`src/rtl/gpio_pkg.sv`:
```
package gpio_pkg;
  typedef enum logic [1:0] {
    TRIG_LOW  = 2'd0,
    TRIG_HIGH = 2'd1,
    TRIG_RISE = 2'd2,
    TRIG_FALL = 2'd3
  } trig_e;

  localparam int OFS_DOUT   = 'h00;
  localparam int OFS_DIR    = 'h04;
  localparam int OFS_PAD    = 'h08;
  localparam int OFS_CFG_LO = 'h0C;
  localparam int OFS_CFG_HI = 'h10;
  localparam int OFS_MASK   = 'h14;
  localparam int OFS_STAT   = 'h18;
endpackage

```
`src/rtl/gpio_sync.sv`:
```
module gpio_sync #(
  parameter int W = 32
) (
  input  logic         clk,
  input  logic         rst_n,
  input  logic [W-1:0] d,
  output logic [W-1:0] q
);
  logic [W-1:0] meta_q;

  always_ff @(posedge clk or negedge rst_n) begin
    if (!rst_n) begin
      meta_q <= '0;
      q      <= '0;
    end else begin
      meta_q <= d;
      q      <= meta_q;
    end
  end
endmodule

```
`src/rtl/gpio_pin_det.sv`:
```
module gpio_pin_det
  import gpio_pkg::*;
(
  input  logic [1:0] mode,
  input  logic       cur,
  input  logic       prev,
  output logic       hit
);
  always_comb begin
    unique case (trig_e'(mode))
      TRIG_LOW:  hit = ~cur;
      TRIG_HIGH: hit = cur;
      TRIG_RISE: hit = cur & ~prev;
      TRIG_FALL: hit = ~cur & prev;
      default:   hit = 1'b0;
    endcase
  end
endmodule

```
`src/rtl/gpio_irq_stat.sv`:
```
module gpio_irq_stat #(
  parameter int N = 32
) (
  input  logic         clk,
  input  logic         rst_n,
  input  logic [N-1:0] hit,
  input  logic [N-1:0] clr,
  input  logic [N-1:0] mask,
  output logic [N-1:0] stat,
  output logic         irq_lo,
  output logic         irq_hi
);
  localparam int HALF = N / 2;

  logic [N-1:0] pend;

  always_ff @(posedge clk or negedge rst_n) begin
    if (!rst_n) stat <= '0;
    else        stat <= (stat & ~clr) | hit;
  end

  assign pend   = stat & mask;
  assign irq_lo = |pend[HALF-1:0];
  assign irq_hi = |pend[N-1:HALF];
endmodule

```
`src/rtl/gpio_irq_port.sv`:
```
module gpio_irq_port
  import gpio_pkg::*;
#(
  parameter int N_PINS = 32,
  parameter int ADDR_W = 5
) (
  input  logic              clk,
  input  logic              rst_n,
  input  logic              bus_we,
  input  logic [ADDR_W-1:0] bus_addr,
  input  logic [N_PINS-1:0] bus_wdata,
  output logic [N_PINS-1:0] bus_rdata,
  input  logic [N_PINS-1:0] pin_in,
  output logic [N_PINS-1:0] pin_out,
  output logic [N_PINS-1:0] pin_oe,
  output logic              irq_lo,
  output logic              irq_hi
);
  localparam int HALF = N_PINS / 2;

  logic [N_PINS-1:0] dout_q, dir_q, cfg_lo_q, cfg_hi_q, mask_q;
  logic [N_PINS-1:0] pad_q, prev_q, hit, clr, stat_q;
  logic              sel_dout, sel_dir, sel_lo, sel_hi, sel_mask, sel_stat;

  assign sel_dout = bus_addr == ADDR_W'(OFS_DOUT);
  assign sel_dir  = bus_addr == ADDR_W'(OFS_DIR);
  assign sel_lo   = bus_addr == ADDR_W'(OFS_CFG_LO);
  assign sel_hi   = bus_addr == ADDR_W'(OFS_CFG_HI);
  assign sel_mask = bus_addr == ADDR_W'(OFS_MASK);
  assign sel_stat = bus_addr == ADDR_W'(OFS_STAT);

  always_ff @(posedge clk or negedge rst_n) begin
    if (!rst_n) begin
      dout_q   <= '0;
      dir_q    <= '0;
      cfg_lo_q <= '0;
      cfg_hi_q <= '0;
      mask_q   <= '0;
    end else if (bus_we) begin
      if (sel_dout) dout_q   <= bus_wdata;
      if (sel_dir)  dir_q    <= bus_wdata;
      if (sel_lo)   cfg_lo_q <= bus_wdata;
      if (sel_hi)   cfg_hi_q <= bus_wdata;
      if (sel_mask) mask_q   <= bus_wdata;
    end
  end

  gpio_sync #(.W(N_PINS)) u_sync (
    .clk  (clk),
    .rst_n(rst_n),
    .d    (pin_in),
    .q    (pad_q)
  );

  always_ff @(posedge clk or negedge rst_n) begin
    if (!rst_n) prev_q <= '0;
    else        prev_q <= pad_q;
  end

  for (genvar i = 0; i < N_PINS; i++) begin : g_pin
    logic [1:0] mode;
    if (i < HALF) begin : g_lo
      assign mode = cfg_lo_q[2*i +: 2];
    end else begin : g_hi
      assign mode = cfg_hi_q[2*(i-HALF) +: 2];
    end
    gpio_pin_det u_det (
      .mode(mode),
      .cur (pad_q[i]),
      .prev(prev_q[i]),
      .hit (hit[i])
    );
  end

  assign clr = (bus_we && sel_stat) ? bus_wdata : '0;

  gpio_irq_stat #(.N(N_PINS)) u_stat (
    .clk   (clk),
    .rst_n (rst_n),
    .hit   (hit),
    .clr   (clr),
    .mask  (mask_q),
    .stat  (stat_q),
    .irq_lo(irq_lo),
    .irq_hi(irq_hi)
  );

  always_comb begin
    bus_rdata = '0;
    if (sel_dout) bus_rdata = dout_q;
    if (sel_dir)  bus_rdata = dir_q;
    if (bus_addr == ADDR_W'(OFS_PAD)) bus_rdata = pad_q;
    if (sel_lo)   bus_rdata = cfg_lo_q;
    if (sel_hi)   bus_rdata = cfg_hi_q;
    if (sel_mask) bus_rdata = mask_q;
    if (sel_stat) bus_rdata = stat_q;
  end

  assign pin_out = dout_q & dir_q;
  assign pin_oe  = dir_q;
endmodule

```
`config.mk`:
```
export PLATFORM = sky130hd
export DESIGN_NAME = gpio_irq_port
export DESIGN_NICKNAME = d
export VERILOG_FILES = /design/src/rtl/gpio_pkg.sv /design/src/rtl/gpio_sync.sv /design/src/rtl/gpio_pin_det.sv /design/src/rtl/gpio_irq_stat.sv /design/src/rtl/gpio_irq_port.sv
export SDC_FILE = /design/constraint.sdc
export NUM_CORES = 1
export LEC_CHECK = 0
export BUFFER_PORTS_ARGS = -buffer_cell sky130_fd_sc_hd__buf_2
export CAP_MARGIN = 20
export CORE_MARGIN = 1.5
export CORE_UTILIZATION = 45
export DETAILED_ROUTE_END_ITERATION = 16
export SLEW_MARGIN = 20
export SYNTH_ARGS = -nofsm -noshare
export SYNTH_HDL_FRONTEND = slang
export SYNTH_SLANG_ARGS = --single-unit
```
`constraint.sdc`:
```
create_clock -name clk -period 1.8 [get_ports clk]
set_input_delay 0.18 -clock clk [delete_from_list [all_inputs] [get_ports clk]]
set_output_delay 0.18 -clock clk [all_outputs]
set_load 0.03 [all_outputs]
```
; Word level (Yosys, flattened, before mapping)
; Cells that the tools add are included.
[word_totals]
reg_bits = 288
latch_bits = 0
ram_bits = 0
romBits = 0
in_bits = 72
out_inout_bits = 98
word_cells = 325
mem_count = 0
[classes]
addsub = 0
mul = 0
div_mod_pow = 0
order_cmp = 0
n_eq_ne = 102
n_shift = 0
muxes = 40
n_bitwise = 133
reduce_logical = 41
[ops]
columns = op, count
row1 = $mux W32, 8
row2 = $eq A2 B2 Y1 const B, 64
row3 = $pmux W1 S4, 32
row4 = $and A32 B32 Y32, 3
row5 = $and A1 B1 Y1, 64
row6 = $eq A2 B1 Y1 const B, 32
row7 = $logic_not A2 Y1, 32
row8 = $not A1 Y1, 64
row9 = $not A32 Y32, 1
row10 = $or A32 B32 Y32, 1
row11 = $reduce_or A16 Y1, 2
row12 = $eq A5 B5 Y1 const B, 3
row13 = $eq A5 B4 Y1 const B, 2
row14 = $reduce_and A2 Y1, 5
row15 = $eq A5 B3 Y1 const B, 1
row16 = $logic_not A5 Y1, 1
row17 = $logic_and A1 B1 Y1, 1

; Longest topological paths before layout
; Gate-level depths: netlist (run 1).
[depth]
ltp_word = 8
ltp_mapped = 6
mapped_depth_nobuf = 3

; Hierarchy
; From an unflattened synthesis (run 1), not the netlist that was laid out.
[unflattened]
cells_unflattened = 1048
hier_area_um2 = 13315.3
[modules_own_cells]
columns = mod, n_inst, cells_each, area_per_inst_um2, seq_area_each_um2
row1 = gpio_irq_port, 1, 710, 9108.7, 4804.6
row2 = gpio_sync, 1, 64, 1601.5, 1601.5
row3 = gpio_irq_stat, 1, 114, 1363.8, 800.8
row4 = gpio_pin_det, 32, 5, 38.8, 0.0

; Worst setup path after synthesis (run 1)
; No wires, ideal clock.
[synth_path]
path_kind = input to output
startpoint = input bus_addr[2]
endpoint = output bus_rdata[18]
arrival_ps = 1705
required_ps = 1620
slack_ps = -85
path_stages = 6
path_buffers = 3
path_cell_list = buf_6 -> buf_2 -> buf_4 -> mux2i_1 -> a2bb2oi_1 -> o21ai_0
[synth_between]
elab_chain_len = 8
elab_cells_between_ends = 14
cone_classes = eq/ne (6) / mux (7) / reduce/logical (1)
[synth_lines]
columns = item, line
row1 = "start, declared", gpio_irq_port.sv:10  ; input logic [ADDR_W-1:0] bus_addr,
row2 = $logic_not A5 Y1, gpio_irq_port.sv:25  ; assign sel_dout = bus_addr == ADDR_W'(OFS_DOUT);
row3 = $mux W32, gpio_irq_port.sv:90  ; if (sel_dout) bus_rdata = dout_q;
row4 = $mux W32, gpio_irq_port.sv:91  ; if (sel_dir) bus_rdata = dir_q;
row5 = $mux W32, gpio_irq_port.sv:92  ; if (bus_addr == ADDR_W'(OFS_PAD)) bus_rdata = pad_q;
row6 = $mux W32, gpio_irq_port.sv:93  ; if (sel_lo) bus_rdata = cfg_lo_q;
row7 = $mux W32, gpio_irq_port.sv:94  ; if (sel_hi) bus_rdata = cfg_hi_q;
row8 = $mux W32, gpio_irq_port.sv:95  ; if (sel_mask) bus_rdata = mask_q;
row9 = $mux W32 (*), gpio_irq_port.sv:96  ; if (sel_stat) bus_rdata = stat_q;
row10 = "end, declared", gpio_irq_port.sv:12  ; output logic [N_PINS-1:0] bus_rdata,
; Mark *: on every way between the ends. The rest lies on a longest branch, timed or not.

; Worst setup path after layout (run 1)
[layout_path]
startpoint = register mask_q[14]
endpoint = output irq_lo
[layout_between]
elab_chain_len = 2
[layout_lines]
columns = item, line
row1 = "start, declared", gpio_irq_port.sv:21  ; logic [N_PINS-1:0] dout_q, dir_q, cfg_lo_q, cfg_hi_q, mask_q;
row2 = "start signal, assigned", gpio_irq_port.sv:44  ; if (sel_mask) mask_q <= bus_wdata;
row3 = $and A32 B32 Y32, gpio_irq_stat.sv:22  ; assign pend = stat & mask;
row4 = $reduce_or A16 Y1, gpio_irq_stat.sv:23  ; assign irq_lo = |pend[HALF-1:0];
row5 = "end, declared", gpio_irq_port.sv:16  ; output logic irq_lo,
; No other way between the ends.

==> impl_metrics.toml, run 1 <==
[die]
ios = 170
initial_utilization_pct = 46.0
die_y_um = 175
die_area_mm2 = 0.0305
die-width_um = 175
fp-row-count = 62
core_mm2 = 0.0289

[placed_design]
globalplace.congestion = 0.806
place_area_mm2 = 0.0150
dpl.hpwl_um = 25300
portBuffers = 169

[clocking]
cts.reportedPaths.clkPinSlew_ns = 0.06
clk_latency_ns = 0.51
clk_path_buf_depth = 3
cts_buffers = 34
clkSinkCount = 288
cts_tree = "yes"
clock-root-buffer = "clkbuf_16"
htreeDepth = 2

[final_layout]
fillers = 2238
fin_nets = 1404
regArea_mm2 = 0.00725
diodes = 0
syn_to_final_growth_pct = 36.5
final_area_mm2 = 0.0181
multiInputGateArea_mm2 = 0.00633
drive_gt1_share_pct = 51.9

[synth]
ys_warn_count = 0
syn_area_per_cell_um2 = 13.3
yosysSeqAreaShare_pct = 54.3
synthFlopType = "dfrtp_1"
netlist_area_mm2 = 0.0133
synth_cells = 999
ys_ff_latch = 288
synth_nets = 1071
synth-edff-count = 0
synth.distinct_cells = 37
synth-async-reset-ratio_pct = 100

[route]
dr.pass1.iters = 5
num_vias = 9815
drc = 0
drt_iter0_drc = 564
vias_per_cell = 5.64
postRouteAntennaNets = 0
routedWlPerCell_um = 21.6
drt_wl_total_um = 37700

[timing]
worstMarginPinSlew_ns = 0.596
setup_viol = 23
relSlewSlack_pct = 60.2
fin_skew_ns = 0.0157
final.setup.tns_ns = -1.20
finalHoldViolCount = 0
fin_crit_ns = 1.95
period_share_pct = 109
rsz0062_at_grt = "yes"
max_freq_mhz = 512
fin_ws_ns = -0.155
maxSlewViolCount = 0

[critical_path]
crit_type = "reg2out"
path_max_fanout = 2
required_ns = 1.62
arrival_ns = 1.77
startpoint_type = "register"
end_kind = "output port"
reg2reg_depth = 2

[grt]
grt_pass1_wl_um = 59000
grt_pass1_vias = 10000
antenna_found_initial = 0
grtUsageTotal_pct = 25.1
grt_overflow = 0
grt_max_degree = 65

[run_status]
violations = "setup timing"
outcome = "complete, but fails checks"

[job]
drv_cap = 0

[power]
p_per_area_mw_per_mm2 = 1090
p_total_uw = 19800
peakVddDrop_mv = 0.681
p_leak_uw = 0.00815

[hold_path]
hold_class = "in2reg"
hold_depth = 2
## cells in the final DEF, fill, tap and decap left out, drive strengths merged, types with 33 or more instances in the layout
cell	n
and2	33
buf	307
clkbuf	52
dfrtp	288
dlygate4sd3	47
mux2	190
mux2i	33
nand3	49
o21ai	33
## what timing repair did
item	CTS	global route
hold buffers	47	0
gates resized for setup	137	72
endpoints found under the hold margin	129	0
setup endpoints to repair	34	34
buffers inserted	66	17
cloned	0	0
pin swaps	56	21
## per-stage QoR
step | cells | setup slack [ns] | utilization (%) | hold WS, ns
floorplan | 999 | 0.0254 | - | -0.116
finish | 1741 | -0.155 | 62.7 | 0.0138
CTS | 1724 | -0.174 | 61.2 | 0.000622
global placement | 1552 | 0.0415 | 52.0 | 0.192
global route | 1741 | -0.247 | 62.7 | 0.00798
detailed placement | 1552 | 0.0472 | 52.0 | 0.186
## synth_stat cells, types with 20 or more instances
| cell | number | area share (%) |
|---|---|---|
| dfrtp_1 | 288 | 54 |
| mux2_2 | 155 | 13 |
| nand3_1 | 49 | 1.8 |
| and2_1 | 33 | 1.6 |
| mux2i_1 | 33 | 2.5 |
| o21ai_0 | 33 | 1.2 |
| a221o_1 | 32 | 2.4 |
| a2bb2oi_1 | 32 | 2.1 |
| nor3b_1 | 31 | 1.8 |
| mux2_4 | 30 | 3.4 |
| nor2_1 | 30 | 0.85 |
| clkbuf_1 | 25 | 0.71 |
| nand3b_1 | 20 | 1.1 |
## worst paths after layout
kind / from / end / slack, ns
min: bus_wdata[27] / cfg_lo_q[27]$_DFFE_PN0P_ / 0.01
min in group asynchronous: rst_n / dout_q[10]$_DFFE_PN0P_ / 0.21
max in group asynchronous: rst_n / u_sync.q[31]$_DFF_PN0_ / 0.88
min reg2reg: u_sync.meta_q[4]$_DFF_PN0_ / u_sync.q[4]$_DFF_PN0_ / 0.34
max: mask_q[14]$_DFFE_PN0P_ / irq_lo / -0.15
max reg2reg: cfg_hi_q[1]$_DFFE_PN0P_ / u_stat.stat[16]$_DFF_PN0_ / 0.52
## logic make-up (layout without fill, tap and decap cells)
kind of cell	count (synthesis)	after routing	share of synthesized area, %
DFF	288	288	54.3
buffers and inverters	58	416	2.41
muxes	240	240	22.4
and+or+nand+nor	223	223	9.89
xor gates and xnor gates	15	15	0.991
AOI/OAI and AO/OA	175	175	10.0
## routing by layer
metal  wire length, µm  vias up  track usage [%]
met1             17500     5051             36.1
met3              1710       59             3.70
met2             17700      265             39.7
met5                 0        -                0
met4               808        0             6.80
li1                  -     4440                -
## state kept, by name, summed over array words and instances, names as in the netlist
signal         cells
cfg_hi_q          32
cfg_lo_q          32
dout_q            32
mask_q            32
pin_oe            32
prev_q            32
u_stat.stat       32
u_sync.meta_q     32
u_sync.q          32
## area by class of cell
type,count,area share [%]
timing repair buffer,354,15.7
multi-input combinational,653,35.0
tap,384,2.65
inverter,1,0.0207
clock buffer,52,5.81
clock inverter,9,0.802
sequential,288,40.0
## worst max-delay path, stage by stage (launching register included)
cell      delay, ns
dfrtp_1        0.40
a22o_1         0.26
a221oi_2       0.21
nand4_1        0.20
buf_6          0.19
## where the power goes
part           internal [µW]  switching (µW)
Clock                   4600            2650
Combinational           2330            2040
Sequential              7330             832
Total                  14300            5520
Note: power is estimated with default switching activity, not from simulation.
==> inputs of run 2 (changes only) <==
--- a/config.mk
+++ b/config.mk
@@ -7,9 +7,12 @@
 export LEC_CHECK = 0
 export BUFFER_PORTS_ARGS = -buffer_cell sky130_fd_sc_hd__buf_2
 export CAP_MARGIN = 20
+export CELL_PAD_IN_SITES_DETAIL_PLACEMENT = 0
+export CELL_PAD_IN_SITES_GLOBAL_PLACEMENT = 2
 export CORE_MARGIN = 1.5
-export CORE_UTILIZATION = 45
+export CORE_UTILIZATION = 40
 export DETAILED_ROUTE_END_ITERATION = 16
+export PLACE_DENSITY_LB_ADDON = 0.1
 export SLEW_MARGIN = 20
 export SYNTH_ARGS = -nofsm -noshare
 export SYNTH_HDL_FRONTEND = slang
==> run 2 against run 1 <==
The flow still finishes with violations (setup timing). Sequential power hardly changed. Worst setup slack improved by 0.0071 ns. Critical path depth did not move. Clock-buffer cell count is 2 lower. Cell count up 3.7%. Final area grew 0.28%. First-iteration DRC count is 2.5% lower. Critical path type unchanged. Largest power group unchanged.
==> impl_metrics.toml, run 2 (synthesized netlist as in run 1, its figures left out) <==
[route]
dr.pass1.iters = 4
vias_per_cell = 5.37
drc = 0
postRouteAntennaNets = 0
routedWlPerCell_um = 22.0
drt_iter0_drc = 550
num_vias = 9694
drt_wl_total_um = 39600

[timing]
fin_skew_ns = 0.00887
maxSlewViolCount = 0
finalHoldViolCount = 0
fin_ws_ns = -0.147
period_share_pct = 108
max_freq_mhz = 513
setup_viol = 21
fin_crit_ns = 1.95
relSlewSlack_pct = 75.4
rsz0062_at_grt = "yes"
worstMarginPinSlew_ns = 0.369

[job]
drv_cap = 0

[die]
die_y_um = 185
fp-row-count = 66
die-width_um = 185
core_mm2 = 0.0326
initial_utilization_pct = 40.7
die_area_mm2 = 0.0343
ios = 170

[placed_design]
dpl.hpwl_um = 26800
place_area_mm2 = 0.0151
globalplace.congestion = 0.777
portBuffers = 169
dp.cells = 1613
dp_slack_ns = 0.0281

[final_layout]
syn_to_final_growth_pct = 36.9
drive_gt1_share_pct = 52.9
stdcell_count = 1806
final_area_mm2 = 0.0182
layout_common_cells = "251 x dfrtp_1, 146 x mux2_2, 137 x buf_4, 132 x buf_2, 48 x nand3_1"
fillers = 2792
layout_commonest_cell = "dfrtp_1"
fin_nets = 1416
diodes = 0

[grt]
grt_pass1_wl_um = 60400
grt_overflow = 0
antenna_found_initial = 0
grt_max_degree = 53
grt_pass1_vias = 9805
grtUsageTotal_pct = 23.7

[critical_path]
crit_type = "reg2out"
path_max_fanout = 3
required_ns = 1.62
arrival_ns = 1.77
end_kind = "output port"
startpoint_type = "register"

[hold_path]
hold_class = "in2reg"

[clocking]
clk_latency_ns = 0.51
clk_path_buf_depth = 3
cts.reportedPaths.clkPinSlew_ns = 0.06
cts_tree = "yes"
clkSinkCount = 288
htreeDepth = 2
cts_buffers = 34
clock-root-buffer = "clkbuf_16"

[run_status]
violations = "setup timing"
outcome = "complete, but fails checks"

[power]
p_total_uw = 19600
peakVddDrop_mv = 0.841
p_leak_uw = 0.00814
p_per_area_mw_per_mm2 = 1080
run 2: per-layer routing:
layer  track usage (%)  vias to the layer above  share of wire, %
li1                  -                     4441                 -
met1              34.9                     5025                49
met2              37.3                      182                46
met3              3.01                       46               3.6
met4              4.94                        0               1.5
met5                 0                        -                 0
run 2: critical path, cell delays in order (launching register included):
cell      delay (ns)
dfrtp_1         0.42
a22o_1          0.26
a221oi_2        0.21
nand4_1         0.18
buf_6           0.18
run 2: layout make-up:
cell class / count / area [µm²] / share of cell area, %
clock buffers: 50 / 1030 / 5.70
clock inverters: 6 / 105 / 0.579
inverters: 1 / 3.75 / 0.0207
multi-input cells: 653 / 6290 / 34.7
flip-flops and latches: 288 / 7250 / 40.0
well taps: 442 / 553 / 3.05
repair buffers: 366 / 2910 / 16.0
run 2: final timing paths:
kind / startpoint / end / slack [ns] / cells after the start
hold reg to reg: u_sync.meta_q[19]$_DFF_PN0_ / u_sync.q[19]$_DFF_PN0_ / 0.34 / 0
setup / recovery: mask_q[14]$_DFFE_PN0P_ / irq_lo / -0.15 / 4
setup reg to reg: cfg_hi_q[3]$_DFFE_PN0P_ / u_stat.stat[17]$_DFF_PN0_ / 0.52 / 3
max in group asynchronous: rst_n / u_stat.stat[30]$_DFF_PN0_ / 1.00 / 3
hold / removal: bus_wdata[25] / mask_q[25]$_DFFE_PN0P_ / 0.009 / 2
min in group asynchronous: rst_n / cfg_lo_q[2]$_DFFE_PN0P_ / 0.16 / 2
run 2: report_power, final:
group / switching (µW) / internal [µW] / total [µW] / leakage (µW)
Clock: 2680 / 4390 / 7060 / 0.000561
Combinational: 2070 / 2350 / 4430 / 0.00418
Sequential: 816 / 7330 / 8150 / 0.00340
Total: 5570 / 14100 / 19600 / 0.00814
run 2: repair_timing:
item / 4_1_cts / 5_1_grt
setup endpoints to repair: 34 / 34
pin swaps: 46 / 25
gates resized for setup: 145 / 59
hold endpoints to repair: 371 / 0
hold buffers: 47 / 0
setup buffers: 75 / 16
run 2: stage by stage:
stage	util (%)	setup TNS, ns	hold WS, ns
detailed placement	46.3	0	0.0985
finish	55.7	-1.22	0.00885
floorplan	-	0	-0.116
global route	55.7	-2.65	0.00954
CTS	54.5	-1.88	0.00193
global placement	46.3	0	0.0965
==> inputs of run 3 (changes only) <==
--- a/config.mk
+++ b/config.mk
@@ -16,4 +16,5 @@
 export SLEW_MARGIN = 20
 export SYNTH_ARGS = -nofsm -noshare
 export SYNTH_HDL_FRONTEND = slang
+export SYNTH_HIERARCHICAL = 1
 export SYNTH_SLANG_ARGS = --single-unit
==> run 3 against run 2 <==
Clock power is 6.4% lower. Sequential share of layout area is 2.5 points higher. Final area is 6.2% lower. Sequential power is 0.5% lower. Global-route usage is 0.21 points lower. Critical endpoint is now bus_rdata[14]. The run still ends with setup timing left. Largest cell class unchanged.
==> impl_metrics.toml, run 3 <==
[run_status]
outcome = "complete, but fails checks"
violations = "setup timing"

[clocking]
clk_latency_ns = 0.51
cts_tree = "yes"
htreeDepth = 2
clock-root-buffer = "clkbuf_16"
cts.reportedPaths.clkPinSlew_ns = 0.06
clkSinkCount = 288
cts_buffers = 34
clk_path_buf_depth = 3

[synth]
synthTopCellsByArea = "dfrtp_1 54%, mux2_2 14%, mux2i_1 4.8%"
synthFlopType = "dfrtp_1"
synth-xor-area-share_pct = 0
synth.most_common_cell = "dfrtp_1"
synth_mux_area_share_pct = 18.3
synthAdderAreaFrac_pct = 0
synth_compound_area_share_pct = 14.2
synth-async-reset-ratio_pct = 100
yosysSeqAreaShare_pct = 54.1
synth_cells = 1048
netlist_area_mm2 = 0.0133
synth_nets = 1120
synth-simple-area-share_pct = 8.72
ys_ff_latch = 288
yosysTopAreaCellShare_pct = 54.1
synth-edff-count = 0
synthTopCellsByCount = "288 x dfrtp_1, 160 x mux2_2, 96 x inv_1"
synth.distinct_cells = 32
synth_top_family_by_area = "multiplexers"
syn_area_per_cell_um2 = 12.7
yosysTopAreaCell = "dfrtp_1"
ys_warn_count = 6

[die]
initial_utilization_pct = 40.8
die_area_mm2 = 0.0344
die_y_um = 185
fp-row-count = 66
ios = 170
core_mm2 = 0.0326
die-width_um = 185

[job]
drv_cap = 0

[route]
vias_per_cell = 5.34
drt_wl_total_um = 39200
routedWlPerCell_um = 21.9
dr.pass1.iters = 8
num_vias = 9555
drc = 0
drt_iter0_drc = 608
postRouteAntennaNets = 0

[final_layout]
diodes = 0
fin_nets = 1395
layout_commonest_cell = "dfrtp_1"
drive_gt1_share_pct = 38.0
syn_to_final_growth_pct = 27.8
layout_common_cells = "279 x dfrtp_1, 160 x mux2_2, 131 x buf_2, 96 x inv_1, 86 x buf_4"

[power]
switching_share_pct = 28.6
switchingPower_uw = 5210
p_int_uw = 13000
peakVddDrop_mv = 0.677
p_per_area_mw_per_mm2 = 1070
pwr-share-seq_pct = 44.5
pwr-share-comb_pct = 19.3
clockPowerShare_pct = 36.2
p_leak_uw = 0.00779

[placed_design]
globalplace.congestion = 0.830
dp_slack_ns = -0.382
dpl.hpwl_um = 26600
portBuffers = 169

[grt]
grt_max_degree = 51
grt_pass1_vias = 9693
antenna_found_initial = 0
grt_overflow = 0
grt_pass1_wl_um = 59500
grtUsageTotal_pct = 23.4

[timing]
worstMarginPinSlew_ns = 0.463
final.setup.tns_ns = -8.88
fin_crit_ns = 2.14
setup_viol = 34
fin_hold_ws_ns = 0.0179
relSlewSlack_pct = 69.2
fin_skew_ns = 0.00965
fin_ws_ns = -0.336
period_share_pct = 119
rsz0062_at_grt = "yes"
finalHoldViolCount = 0
max_freq_mhz = 468
maxSlewViolCount = 0

[critical_path]
r2r_setup_slack_ns = 0.37
r2r_end = "u_stat/stat[23]$_DFF_PN0_"
crit_type = "in2out"
path_buf_inv = 3
required_ns = 1.62
path_max_fanout = 16
crit_chain = "buf_6 > or4_4 > buf_12 > o22a_1 > a222oi_1 > buf_4"
critPathCapture = "bus_rdata[14]"
end_kind = "output port"
r2r_start = "cfg_hi_q[14]$_DFFE_PN0P_"
crit_family = "compound AO/OA/AOI/OAI gates"
reg2reg_depth = 3
slowest_stage = "or4_4"
startpoint_type = "input port"
worstSetupStartpoint = "bus_addr[0]"
cpPeakStageDelay_ns = 0.57
cp.depth = 6
arrival_ns = 1.96

[hold_path]
hold_class = "in2reg"
hold_depth = 2
==> run 3: power by group through the flow <==
| stage | combinational [µW] | sequential, µW | clock, µW |
|---|---|---|---|
| detailed placement | 3360 | 8230 | 0 |
| global placement | 3320 | 8190 | 0 |
| CTS | 3540 | 8110 | 6810 |
| global route | 3800 | 8250 | 7060 |
| floorplan | 1910 | 8280 | 0 |
| finish | 3510 | 8110 | 6610 |
==> run 3: metrics by stage <==
stage	util [%]	std cells	instance area, µm²	total power (µW)
2_1_floorplan	-	1048	13300	10200
3_3_place_gp	46.5	1668	15200	11500
3_5_place_dp	46.5	1668	15200	11600
4_1_cts	52.1	1786	17000	18500
5_1_grt	52.2	1789	17000	19100
6_report	52.2	1789	17000	18200
==> run 3: logic make-up after synthesis <==
group                  count (synthesis)
buffers and inverters                148
muxes                                224
DFF                                  288
AOI/OAI and AO/OA                    209
and+or+nand+nor                      179
==> run 3: final cells by class <==
cell class | instances | area [µm²]
clock buffers | 55 | 1050
clock inverters | 5 | 25.0
fillers | 2923 | 15600
inverters | 96 | 360
multi-input cells | 612 | 5520
flip-flops and latches | 288 | 7220
well taps | 442 | 553
repair buffers | 291 | 2290
==> run 3: worst reg2reg max path, stage by stage, from the launching register on <==
cell     delay (ns)
dfrtp_1        0.44
or3b_1         0.40
a32oi_1        0.41
a21o_1         0.13
==> run 3: worst min path at each step <==
stage / from / end / slack [ns]
2_1_floorplan: rst_n / cfg_hi_q[0]$_DFFE_PN0P_ / -0.12
3_3_place_gp: rst_n / u_sync/meta_q[0]$_DFF_PN0_ / 0.13
3_5_place_dp: rst_n / u_sync/q[15]$_DFF_PN0_ / 0.13
4_1_cts: bus_wdata[17] / cfg_lo_q[17]$_DFFE_PN0P_ / 0.002
5_1_grt: bus_wdata[16] / pin_oe[16]$_DFFE_PN0P_ / 0.01
6_report: bus_wdata[18] / mask_q[18]$_DFFE_PN0P_ / 0.02
==> run 3: timing repair <==
action | in CTS | in global routing
endpoints found under the setup margin | 34 | 34
hold buffers | 45 | 0
endpoints found under the hold margin | 205 | 0
gates cloned | 2 | 0
pin swaps | 20 | 21
gates resized for setup | 50 | 5
setup buffers | 11 | 3
==> run 3: per-layer routing <==
metal | global-route usage (%) | vias up | routed length (µm)
li1 | - | 4403 | -
met4 | 6.24 | 0 | 828
met3 | 3.21 | 59 | 1550
met1 | 33.1 | 4858 | 18300
met2 | 37.8 | 235 | 18500
met5 | 0 | - | 0
